[src/rtl/cursor_pkg.sv]
package cursor_pkg;
    typedef enum logic [1:0] {
        STEP_KEEP = 2'd0,
        STEP_UP   = 2'd1,
        STEP_DOWN = 2'd2,
        STEP_HOME = 2'd3
    } step_e;
endpackage

[src/rtl/cursor_step_pick.sv]
module cursor_step_pick
    import cursor_pkg::*;
(
    input  logic  frame_tick,
    input  logic  dir_up,
    input  logic  hold,
    input  logic  recenter,
    output step_e action
);
    always_comb begin
        if (recenter)
            action = STEP_HOME;
        else if (!frame_tick || hold)
            action = STEP_KEEP;
        else if (dir_up)
            action = STEP_UP;
        else
            action = STEP_DOWN;
    end
endmodule

[src/rtl/cursor_axis.sv]
module cursor_axis
    import cursor_pkg::*;
#(
    parameter int SPAN = 1280,
    parameter int HOME = SPAN / 2,
    localparam int W = $clog2(SPAN)
) (
    input  logic         clk,
    input  logic         rst_n,
    input  logic         frame_tick,
    input  logic         dir_up,
    input  logic         hold,
    input  logic         recenter,
    output logic [W-1:0] pos
);
    localparam logic [W-1:0] LAST   = W'(SPAN - 1);
    localparam logic [W-1:0] CENTRE = W'(HOME);

    typedef struct packed {
        logic [W-1:0] pos;
    } axis_state_t;

    axis_state_t state_d, state_q;
    step_e       action;

    cursor_step_pick u_pick (
        .frame_tick (frame_tick),
        .dir_up     (dir_up),
        .hold       (hold),
        .recenter   (recenter),
        .action     (action)
    );

    always_comb begin
        state_d = state_q;
        unique case (action)
            STEP_HOME: state_d.pos = CENTRE;
            STEP_UP:   state_d.pos = (state_q.pos == LAST) ? '0 : state_q.pos + W'(1);
            STEP_DOWN: state_d.pos = (state_q.pos == '0) ? LAST : state_q.pos - W'(1);
            default:   state_d.pos = state_q.pos;
        endcase
    end

    always_ff @(posedge clk or negedge rst_n) begin
        if (!rst_n)
            state_q <= '{pos: CENTRE};
        else
            state_q <= state_d;
    end

    assign pos = state_q.pos;

    p_centre_r2: assert property (@(posedge clk) disable iff (!rst_n)
        recenter |=> pos == CENTRE);

    p_still_r3: assert property (@(posedge clk) disable iff (!rst_n)
        (!recenter && !frame_tick) |=> $stable(pos));

    p_step_up_r4: assert property (@(posedge clk) disable iff (!rst_n)
        (frame_tick && !recenter && !hold && dir_up && pos != LAST)
            |=> pos == $past(pos) + W'(1));

    p_step_down_r5: assert property (@(posedge clk) disable iff (!rst_n)
        (frame_tick && !recenter && !hold && !dir_up && pos != '0)
            |=> pos == $past(pos) - W'(1));

    p_wrap_high_r6_r7: assert property (@(posedge clk) disable iff (!rst_n)
        (frame_tick && !recenter && !hold && dir_up && pos == LAST) |=> pos == '0);

    p_wrap_low_r6_r7: assert property (@(posedge clk) disable iff (!rst_n)
        (frame_tick && !recenter && !hold && !dir_up && pos == '0) |=> pos == LAST);

    p_stop_r8: assert property (@(posedge clk) disable iff (!rst_n)
        (hold && !recenter) |=> $stable(pos));

    p_in_range_r9: assert property (@(posedge clk) disable iff (!rst_n)
        pos <= LAST);
endmodule

[src/rtl/cursor_frame_stepper.sv]
module cursor_frame_stepper #(
    parameter int H_PIXELS = 1280,
    parameter int V_LINES  = 1024,
    localparam int XW = $clog2(H_PIXELS),
    localparam int YW = $clog2(V_LINES)
) (
    input  logic          clk,
    input  logic          rst_n,
    input  logic          frame_tick,
    input  logic          dir_x,
    input  logic          dir_y,
    input  logic          hold_x,
    input  logic          hold_y,
    input  logic          recenter,
    output logic [XW-1:0] cur_x,
    output logic [YW-1:0] cur_y
);
    cursor_axis #(.SPAN(H_PIXELS), .HOME(H_PIXELS / 2)) u_axis_x (
        .clk        (clk),
        .rst_n      (rst_n),
        .frame_tick (frame_tick),
        .dir_up     (dir_x),
        .hold       (hold_x),
        .recenter   (recenter),
        .pos        (cur_x)
    );

    cursor_axis #(.SPAN(V_LINES), .HOME(V_LINES / 2)) u_axis_y (
        .clk        (clk),
        .rst_n      (rst_n),
        .frame_tick (frame_tick),
        .dir_up     (dir_y),
        .hold       (hold_y),
        .recenter   (recenter),
        .pos        (cur_y)
    );

    p_reset_r1: assert property (@(posedge clk)
        (rst_n && !$past(rst_n)) |-> (cur_x == XW'(H_PIXELS / 2) && cur_y == YW'(V_LINES / 2)));
endmodule

[config.mk]
export PLATFORM = sky130hd
export DESIGN_NAME = cursor_frame_stepper
export DESIGN_NICKNAME = d
export VERILOG_FILES = /design/src/rtl/cursor_pkg.sv /design/src/rtl/cursor_step_pick.sv /design/src/rtl/cursor_axis.sv /design/src/rtl/cursor_frame_stepper.sv
export SDC_FILE = /design/constraint.sdc
export NUM_CORES = 1
export LEC_CHECK = 0
export BUFFER_PORTS_ARGS = -buffer_cell sky130_fd_sc_hd__buf_4
export CAP_MARGIN = 10
export CELL_PAD_IN_SITES_DETAIL_PLACEMENT = 1
export CELL_PAD_IN_SITES_GLOBAL_PLACEMENT = 2
export CORE_MARGIN = 3
export CORE_UTILIZATION = 36
export CTS_CLUSTER_SIZE = 12
export DETAILED_ROUTE_END_ITERATION = 7
export GPL_TIMING_DRIVEN = 0
export PLACE_DENSITY_LB_ADDON = 0.05
export SYNTH_ARGS = -nofsm -noshare
export SYNTH_HDL_FRONTEND = slang
export SYNTH_SLANG_ARGS = --single-unit
export TNS_END_PERCENT = 10
[constraint.sdc]
create_clock -name clk -period 5.2 [get_ports clk]
set_input_delay 0.26 -clock clk [delete_from_list [all_inputs] [get_ports clk]]
set_output_delay 0.26 -clock clk [all_outputs]
set_load 0.01 [all_outputs]
==> results.md, run 1 <==
- Counting every sink on the clock net gives 21.
- The routing usage on met1 is 0.323.
- In the global route stage, met3 resource usage came out at 0.0278.
- For this design the total switching power over the nets is 0.000349 W.
- Clock tree synthesis inserted a total of 3 buffers.
- The number of antenna diodes in the final layout is 0.
- Of the post-synthesis cell area, the dominant cell type holds 0.210.
- For this run, the register share of the synthesized area comes to 0.246.
- Of the total power, combinational logic draws 0.542.
- The post-synthesis cell type count is 55.
- The internal power contribution is 0.000426 W.
- The total count of max-transition violations in the final report was 0.
- In this run the core area contains 27 standard-cell rows.
- Across the run, the number of max-cap violations was 0.
- The routed design could run at a clock period as short as 2350 ps.
- For the worst setup path, the data required time is 5350 ps.
- The total die area is 0.00693 mm^2.
- The most congested layer reported by global routing is met1.
- The first-pass iteration count of the detailed router is 4.
- After synthesis the netlist holds a flip-flop and latch count of 21.
- The mean number of vias per cell is 5.79.
- The worst hold slack is 426 ps.
- The leakage power total is 1.12 nW.
- The root buffer cell chosen for the clock tree is sky130_fd_sc_hd__clkbuf_8.
- The final design instance area without fill is 0.00250 mm^2.
- Of all nets on the critical path, the largest fanout is 8.
- By count the netlist is led by sky130_fd_sc_hd__o21ai_0, sky130_fd_sc_hd__nor2_1, sky130_fd_sc_hd__nand2_1.
- Dividing the final minimum period by the clock period gives 0.451.
- On the final layout, the worst clock skew is 5.74 ps.
- The insertion delay of the later-clocked pin in the worst-skew pair is 270 ps.
- The worst reg-to-reg path cell count is 7.
- The most common flop cell mapped by yosys is sky130_fd_sc_hd__dfrtp_1.
- The worst-case register-to-register setup slack is 2900 ps.
- IR analysis of the VDD net gives a maximum drop of 0.117 mV.
- The worst endpoint data arrival time is 2500 ps.
- The class of the most critical setup path is in2reg.
- STA classifies the critical path startpoint as an input pin.
- For this run, the total global-route usage over all layers was measured as 0.204.
- In the final design database the tool counted 338 nets.
- The worst pin sits at a relative slew slack of 0.619.
- After synthesis the cells add up to 0.00215 mm^2.
- The fmax is 426 MHz.
- The average wire per standard cell is 17.4 um.
- The type of element capturing the critical path is a flop.
- The die boundary width is 83.3 um.
- The detailed-route wire length is 6.77 mm.
- Setup repair after global routing left no endpoint under its margin.
- The slew at the pin with the worst max-slew slack is 567 ps.
- The count of nets left with antenna violations once routing finished came out at 0.
- The first routing iteration left 132 violations.
- Counting along the longest clock path gives a buffer depth of 2.
- After clock tree synthesis, the clock-pin slew on the worst setup and hold paths is 90 ps.
- The aggregate global routing overflow is 0.
- The first-pass GRT wire length is 11.7 mm.
- The via count is 2252.
- During I/O placement, the number of pins put on the boundary was 29.
- In this run the number of H-tree levels came out at 1.
- The synthesized instance count is 284.
- The number of antenna violations at the first check in global routing was 0.
- The biggest area contributor in the post-synthesis netlist is sky130_fd_sc_hd__dfrtp_1.
- The run finished with clean final reports.
- Yosys attributes the largest share of cell area to sky130_fd_sc_hd__dfrtp_1, sky130_fd_sc_hd__ha_1, sky130_fd_sc_hd__o21ai_0.
- The number of hold-slack violations in the final timing report was 0.
- Port buffering added 28 buffers.
- The worst register-to-register path begins at u_axis_x.pos[0]$_DFFE_PN0P_.
- Once placement finished, the instance area stood at 0.00245 mm^2.
- Setup violations remaining at the end of the flow were counted as 0.
- The setup total negative slack is 0 ps.
- The number of warnings printed during yosys synthesis is 0.
- The last weighted congestion value of the routability-driven placer is 0.806.
- The initial standard-cell utilization of the core is 0.381.
- Of the total power, the share spent switching nets is 0.450.
- The worst register-to-register path ends at u_axis_x.pos[8]$_DFFE_PN0P_.
- Of all flip-flops after synthesis, the portion carrying an async set or reset was 1.00.
- Tracing the worst setup path back leads to its startpoint at frame_tick.
- The largest net degree at the start of global routing is 22.
- Counting flops with a built-in enable in the synthesized netlist gives 0.
- The clock tree from TritonCTS is built.
- Power spread over the standard cell area amounts to 309 mW/mm^2.
- The number of remaining DRC errors is 0.
- The y dimension of the die is 83.3 um.
- The average instance area after synthesis is 7.57 um^2.
- The number of setup buffers added after CTS is 0.
- The tightest min-delay check is of the in2async type.
- The area of the core region is 0.00564 mm^2.
- The synthesis-to-layout area growth is 16.5%.
- Of the total power, the clock network draws 0.149.
- The number of instances resized during post-cts repair is 0.
- The via count of the first global-routing pass was 2236.
- The share of final-layout standard cells stronger than drive strength 1 is 0.192.
- The met2 track utilization from global routing is 0.294.
- The most numerous cell in the Yosys netlist is sky130_fd_sc_hd__o21ai_0.
- Once detailed placement completed, the half-perimeter wirelength came to 5.05 mm.
- Of the total power, registers draw 0.309.
- The number of nets in the synthesized netlist is 304.
flip-flops by register name, indices dropped and copies added, names as in the netlist:
register,flops
u_axis_x.pos,11
u_axis_y.pos,10
power by group through the flow:
| stage | sequential (W) | combinational [W] | clock, W |
|---|---|---|---|
| CTS | 0.000240 | 0.000420 | 0.000121 |
| global route | 0.000248 | 0.000474 | 0.000126 |
| finish | 0.000239 | 0.000420 | 0.000115 |
| global placement | 0.000241 | 0.000414 | 0 |
| floorplan | 0.000245 | 0.000274 | 0 |
| detailed placement | 0.000244 | 0.000417 | 0 |
critical path: stages:
cell and delay, ps:
sky130_fd_sc_hd__buf_4 110, sky130_fd_sc_hd__nor2b_1 130, sky130_fd_sc_hd__nor2b_1 120, sky130_fd_sc_hd__or2_2 280, sky130_fd_sc_hd__ha_1 410, sky130_fd_sc_hd__nand2b_1 130
sky130_fd_sc_hd__clkbuf_1 360, sky130_fd_sc_hd__a31oi_1 180, sky130_fd_sc_hd__a21o_1 230, sky130_fd_sc_hd__a221o_1 290
per-layer routing:
layer  vias up  wire length (um)
met5         -                 0
met4         0                43
met3         4               362
met2        51              2840
met1      1094              3530
li1       1103                 -
cell type report:
cell class / count / area, um^2
buffer: 23 / 118
clock buffer: 4 / 45.0
fill: 700 / 3140
inverter: 16 / 60.1
multi-input combinational: 224 / 1440
sequential: 21 / 529
tap: 72 / 90.1
timing repair buffer: 29 / 220
stage by stage:
step                utilization  total power (W)  setup slack, ps  std cells
global placement          0.434         0.000655             2580        384
CTS                       0.444         0.000781             2870        389
floorplan                     -         0.000519             3070        284
global route              0.444         0.000847             2670        389
detailed placement        0.434         0.000661             2580        384
finish                    0.444         0.000774             2850        389
placed cells by master (no fill, tap or decap), types with 4 or more instances in the layout:
master,instances
sky130_fd_sc_hd__ha_1,12
sky130_fd_sc_hd__buf_4,30
sky130_fd_sc_hd__a31oi_1,8
sky130_fd_sc_hd__a221o_1,4
sky130_fd_sc_hd__inv_1,16
sky130_fd_sc_hd__a22oi_1,5
sky130_fd_sc_hd__nand3b_1,4
sky130_fd_sc_hd__nand4_1,5
sky130_fd_sc_hd__nor3_1,14
sky130_fd_sc_hd__a21oi_1,19
sky130_fd_sc_hd__nor3b_1,4
sky130_fd_sc_hd__nor4_1,4
sky130_fd_sc_hd__nor2b_1,9
sky130_fd_sc_hd__buf_2,6
sky130_fd_sc_hd__dfrtp_1,18
sky130_fd_sc_hd__and3_1,7
sky130_fd_sc_hd__mux2i_1,4
sky130_fd_sc_hd__or2_2,5
sky130_fd_sc_hd__nor2_1,22
sky130_fd_sc_hd__nand3_1,9
sky130_fd_sc_hd__clkbuf_1,13
sky130_fd_sc_hd__nand2_1,21
sky130_fd_sc_hd__o21ai_0,27
cells by family after synthesis:
logic type / count (synthesis) / share of synthesized area
AOI/OAI and AO/OA: 87 / 0.268
xor gates and xnor gates: 2 / 0.00815
adders and majority gates: 12 / 0.0698
buffers and inverters: 39 / 0.0826
DFF: 21 / 0.246
muxes: 5 / 0.0239
and+or+nand+nor: 118 / 0.301
worst max-delay path by stage:
stage | end | slack (ps) | cells after the start
4_1_cts | u_axis_y.pos[5]$_DFFE_PN0P_ | 2870 | 10
3_5_place_dp | u_axis_y.pos[5]$_DFFE_PN0P_ | 2580 | 10
3_3_place_gp | u_axis_y.pos[5]$_DFFE_PN0P_ | 2580 | 10
5_1_grt | u_axis_x.pos[5]$_DFFE_PN0P_ | 2670 | 12
6_report | u_axis_y.pos[5]$_DFFE_PN0P_ | 2850 | 10
2_1_floorplan | u_axis_y.pos[5]$_DFFE_PN0P_ | 3070 | 9
timing repair:
| item | CTS | global route |
|---|---|---|
| setup endpoints to repair | 0 | 0 |
| hold buffers | 1 | 0 |
| endpoints found under the hold margin | 18 | 0 |
(Power assumes the default switching activity.)
==> run 2: changes to the inputs <==
--- a/config.mk
+++ b/config.mk
@@ -10,7 +10,7 @@
 export CELL_PAD_IN_SITES_DETAIL_PLACEMENT = 1
 export CELL_PAD_IN_SITES_GLOBAL_PLACEMENT = 2
 export CORE_MARGIN = 3
-export CORE_UTILIZATION = 36
+export CORE_UTILIZATION = 30
 export CTS_CLUSTER_SIZE = 12
 export DETAILED_ROUTE_END_ITERATION = 7
 export GPL_TIMING_DRIVEN = 0
==> constraint.sdc (replaced) <==
create_clock -name clk -period 2 [get_ports clk]
set_input_delay 0.1 -clock clk [delete_from_list [all_inputs] [get_ports clk]]
set_output_delay 0.1 -clock clk [all_outputs]
set_load 0.01 [all_outputs]
==> run 2 against run 1 <==
- worst setup slack lost 2900 ps
- clock power rose to 2.7 times the previous value
- first-iteration DRC count is 57% lower
- register-to-register slack lost 2900 ps
- design area increased by 7.2%
- non-clock buffer count rose by 6
- clock skew rose by 1.3 ps
- die area is 18% higher
- worst hold slack worse by 160 ps
- the run now ends with negative setup slack left
- flip-flop and latch count did not move
- sequential power rose to 2.6 times the previous value
- wire length is 5.9% higher
==> results.md, run 2 (synthesis results as in run 1) <==
- The data required time of the worst path is 2160 ps (-3190 ps).
- The signal on the critical path passes through inv_4, ha_4, or3b_4, or3_4, o31ai_4, a21oi_2, a211o_1.
- TritonCTS built the clock tree.
- Setup repair after global routing could not meet its margin everywhere.
- The antenna diode count came to 0 (unchanged).
- The number of violations of the max-capacitance limit was 0 (unchanged).
- The clock input transition at the sequential cells of the worst setup and hold paths came to 100 ps (about the same).
- The largest driver fanout on the critical path is 3 (-5).
- The number of nets with antenna violations after routing came to 0 (unchanged).
- The via count is 2275 (+1.0%).
- The die boundary width is 90.6 um (+8.9%).
- The first-pass iteration count of the detailed router is 4 (unchanged).
- The total die area is 0.00822 mm^2 (+18%).
- The number of filler cells placed in the layout came to 869 (+24%).
- The worst setup path is launched from a flop.
- The total count of max-transition violations in the final report is 0 (unchanged).
- The first-pass GRT wire length was 12.0 mm (+2.7%).
- The y dimension of the die is 90.6 um (+8.9%).
- The final period demand of the worst path is 2020 ps.
- The final design instance area without fill is 0.00269 mm^2 (+7.2%).
- The worst vdd rail ir drop is 0.325 mV (+180%).
- The critical path in this run is classified as reg2reg.
- The flip-flop count of the largest register, all copies and words added is 11 (unchanged).
- The aggregate global routing overflow came to 0 (unchanged).
- The placed instance area is 0.00250 mm^2 (+1.9%).
- Leaving out fill and tap cells, the most frequent cell in the layout is sky130_fd_sc_hd__buf_4.
- The area of the core region is 0.00687 mm^2 (+22%).
- The worst-case setup margin in the final layout came to -17.6 ps (-2870 ps).
- The number of hold-slack violations in the final timing report is 0 (unchanged).
- The final HPWL from detailed placement is 5.24 mm (+3.7%).
- The count of input and output buffers was 28 (unchanged).
- The total placed cells including tap cells is 408 (+6.3%).
- The average wire per standard cell came to 17.1 um (-1.6%).
- In this run the critical register-to-register path is launched from u_axis_x.pos[0]$_DFFE_PN0P_.
- The share of final-layout standard cells stronger than drive strength 1 came to 0.279 (+0.0862).
- Based on the critical path, the design can be clocked at up to 496 MHz.
- The tightest slew margin relative to the limit is 0.659 (+0.0407).
- The number of ports placed on the die boundary is 29 (unchanged).
- The overall power after layout is 0.00213 W (+180%).
- The largest registers in the layout are u_axis_x.pos: 11 flops, u_axis_y.pos: 10 flops.
- The detailed-route wire length was 7.17 mm (+5.9%).
- The initial standard-cell utilization of the core is 0.313 (-0.0681).
- The buffer levels on the longest clock path is 2 (unchanged).
- The insertion delay of the later-clocked pin in the worst-skew pair is 270 ps (about the same).
- The largest net degree at the start of global routing came to 22 (unchanged).
- The largest clock skew in the final design is 7.07 ps (+1.33 ps).
- The critical path starts at u_axis_x.pos[0]$_DFFE_PN0P_.
- The mean number of vias per cell is 5.43 (-6.2%).
- The run finished, with violations left.
- The checks that failed: negative setup slack.
- The total number of nets in the final design is 344 (+1.8%).
- The utilization of the core after routing is 0.391 (-0.0531).
- The final non-filler cell total came to 419 (+7.7%).
- The library cells used most frequently in the layout, excluding fill and tap cells, are sky130_fd_sc_hd__buf_4, sky130_fd_sc_hd__o21ai_0, sky130_fd_sc_hd__nor2_1, sky130_fd_sc_hd__nand2_1, sky130_fd_sc_hd__a21oi_1.
- The routing usage on met1 is 0.216 (-0.106).
- The most congested layer reported by global routing is met2.
- STA classifies the critical path endpoint as a flop.
- The power per cell area is 795 mW/mm^2 (+160%).
- The number of antenna violations at the first check in global routing came to 0 (unchanged).
- The slew at the pin with the worst max-slew slack is 511 ps (-56.3 ps).
- The leakage power total is 1.17 nW (+4.0%).
- The tightest min-delay check is of the in2async type.
- The synthesis-to-layout area growth is 24.9%.
- The worst reg-to-reg path cell count came to 7 (unchanged).
- The number of remaining DRC errors is 0 (unchanged).
- The last weighted congestion value of the routability-driven placer is 0.800 (-0.78%).
- The H-tree level count is 1 (unchanged).
- The floorplan row count is 30 (+11%).
- The count of final setup violators is 1 (+1).
- The worst endpoint data arrival time is 2180 ps (-320 ps).
- The portion of the clock cycle consumed by the worst path in the final layout is 1.01.
- Ranked by flip-flop count, first place goes to u_axis_x.pos.
- The overall global routing resource usage is 0.176 (-0.0274).
- The maximum cell stage delay along the critical path came to 430 ps (+20 ps).
- The root cell of the clock tree is sky130_fd_sc_hd__clkbuf_8.
- The met2 track utilization from global routing was 0.319 (+0.0256).
- The via count of the first global-routing pass is 2354 (+5.3%).
- The slowest stage of the critical path belongs to the cell sky130_fd_sc_hd__dfrtp_2.
- The worst-case register-to-register setup slack came to -20 ps (-2920 ps).
- The initial DRC count was 57 (-57%).
- The met3 routing resource usage after global routing is 0.0158 (-0.0119).
- The number of clock buffers inserted by TritonCTS is 3 (unchanged).
- The clock sink count is 21 (unchanged).
## run 2: cell types whose count changed in the layout (fill, tap and decap cells not counted), moves of 2 or more
cell and change:
sky130_fd_sc_hd__dfrtp_2 +4, sky130_fd_sc_hd__inv_1 -2, sky130_fd_sc_hd__buf_4 +8, sky130_fd_sc_hd__ha_1 -2, sky130_fd_sc_hd__clkbuf_1 -3, sky130_fd_sc_hd__dfrtp_1 -4
sky130_fd_sc_hd__a31oi_1 -2
## run 2: area by class of cell
cell class              instances  area, um^2  share of cell area
well taps                      96         120              0.0447
inverters                      16        62.6              0.0233
clock buffers                   4        45.0              0.0168
repair buffers                 37         280               0.104
flip-flops and latches         21         534               0.199
multi-input cells             224        1530               0.570
plain buffers                  21         111              0.0415
## run 2: critical path, delay by kind of cell (launching register included)
kind | cells | cell delay, ps
buffers and inverters | 1 | 70
AO/OA/AOI/OAI | 3 | 480
AND/OR/NAND/NOR | 2 | 790
adder cells (fa/ha/maj) | 1 | 130
flip-flops | 1 | 430
## run 2: power by group
group / internal (W) / total, W / switching [W]
clock: 0.000143 / 0.000312 / 0.000169
sequential: 0.000514 / 0.000624 / 0.000110
combinational: 0.000518 / 0.00120 / 0.000680
## run 2: stage by stage
stage / worst slack, ps / setup TNS [ps] / hold slack [ps]
5_1_grt: -76.9 / -339 / 294
2_1_floorplan: -21.0 / -21.0 / -196
3_5_place_dp: -502 / -4610 / 31.0
4_1_cts: -41.7 / -106 / 275
3_3_place_gp: -537 / -4470 / 28.6
6_report: -17.6 / -17.6 / 262
## run 2: metal layers
| metal | vias up | part of all wire |
|---|---|---|
| met3 | 11 | 0.019 |
| met2 | 30 | 0.51 |
| met4 | 0 | 0.021 |
| met5 | - | 0 |
| met1 | 1117 | 0.44 |
| li1 | 1117 | - |
## run 2: final timing paths
path,end
worst max-delay path,u_axis_x.pos[8]$_DFFE_PN0P_
worst min-delay path,u_axis_x.pos[8]$_DFFE_PN0P_
min in group clk,u_axis_y.pos[9]$_DFFE_PN1P_
worst min register to register,u_axis_y.pos[0]$_DFFE_PN0P_
max in group asynchronous,u_axis_y.pos[9]$_DFFE_PN1P_
worst max register to register,u_axis_x.pos[8]$_DFFE_PN0P_
## run 2: timing repair
item / 4_1_cts / 5_1_grt
setup endpoints to repair: 13 / 18
resized for setup: 9 / 12
hold buffers: 1 / 0
pin swaps: 2 / 3
gates cloned: 0 / 0
hold endpoints to repair: 18 / 0
buffers inserted: 5 / 3
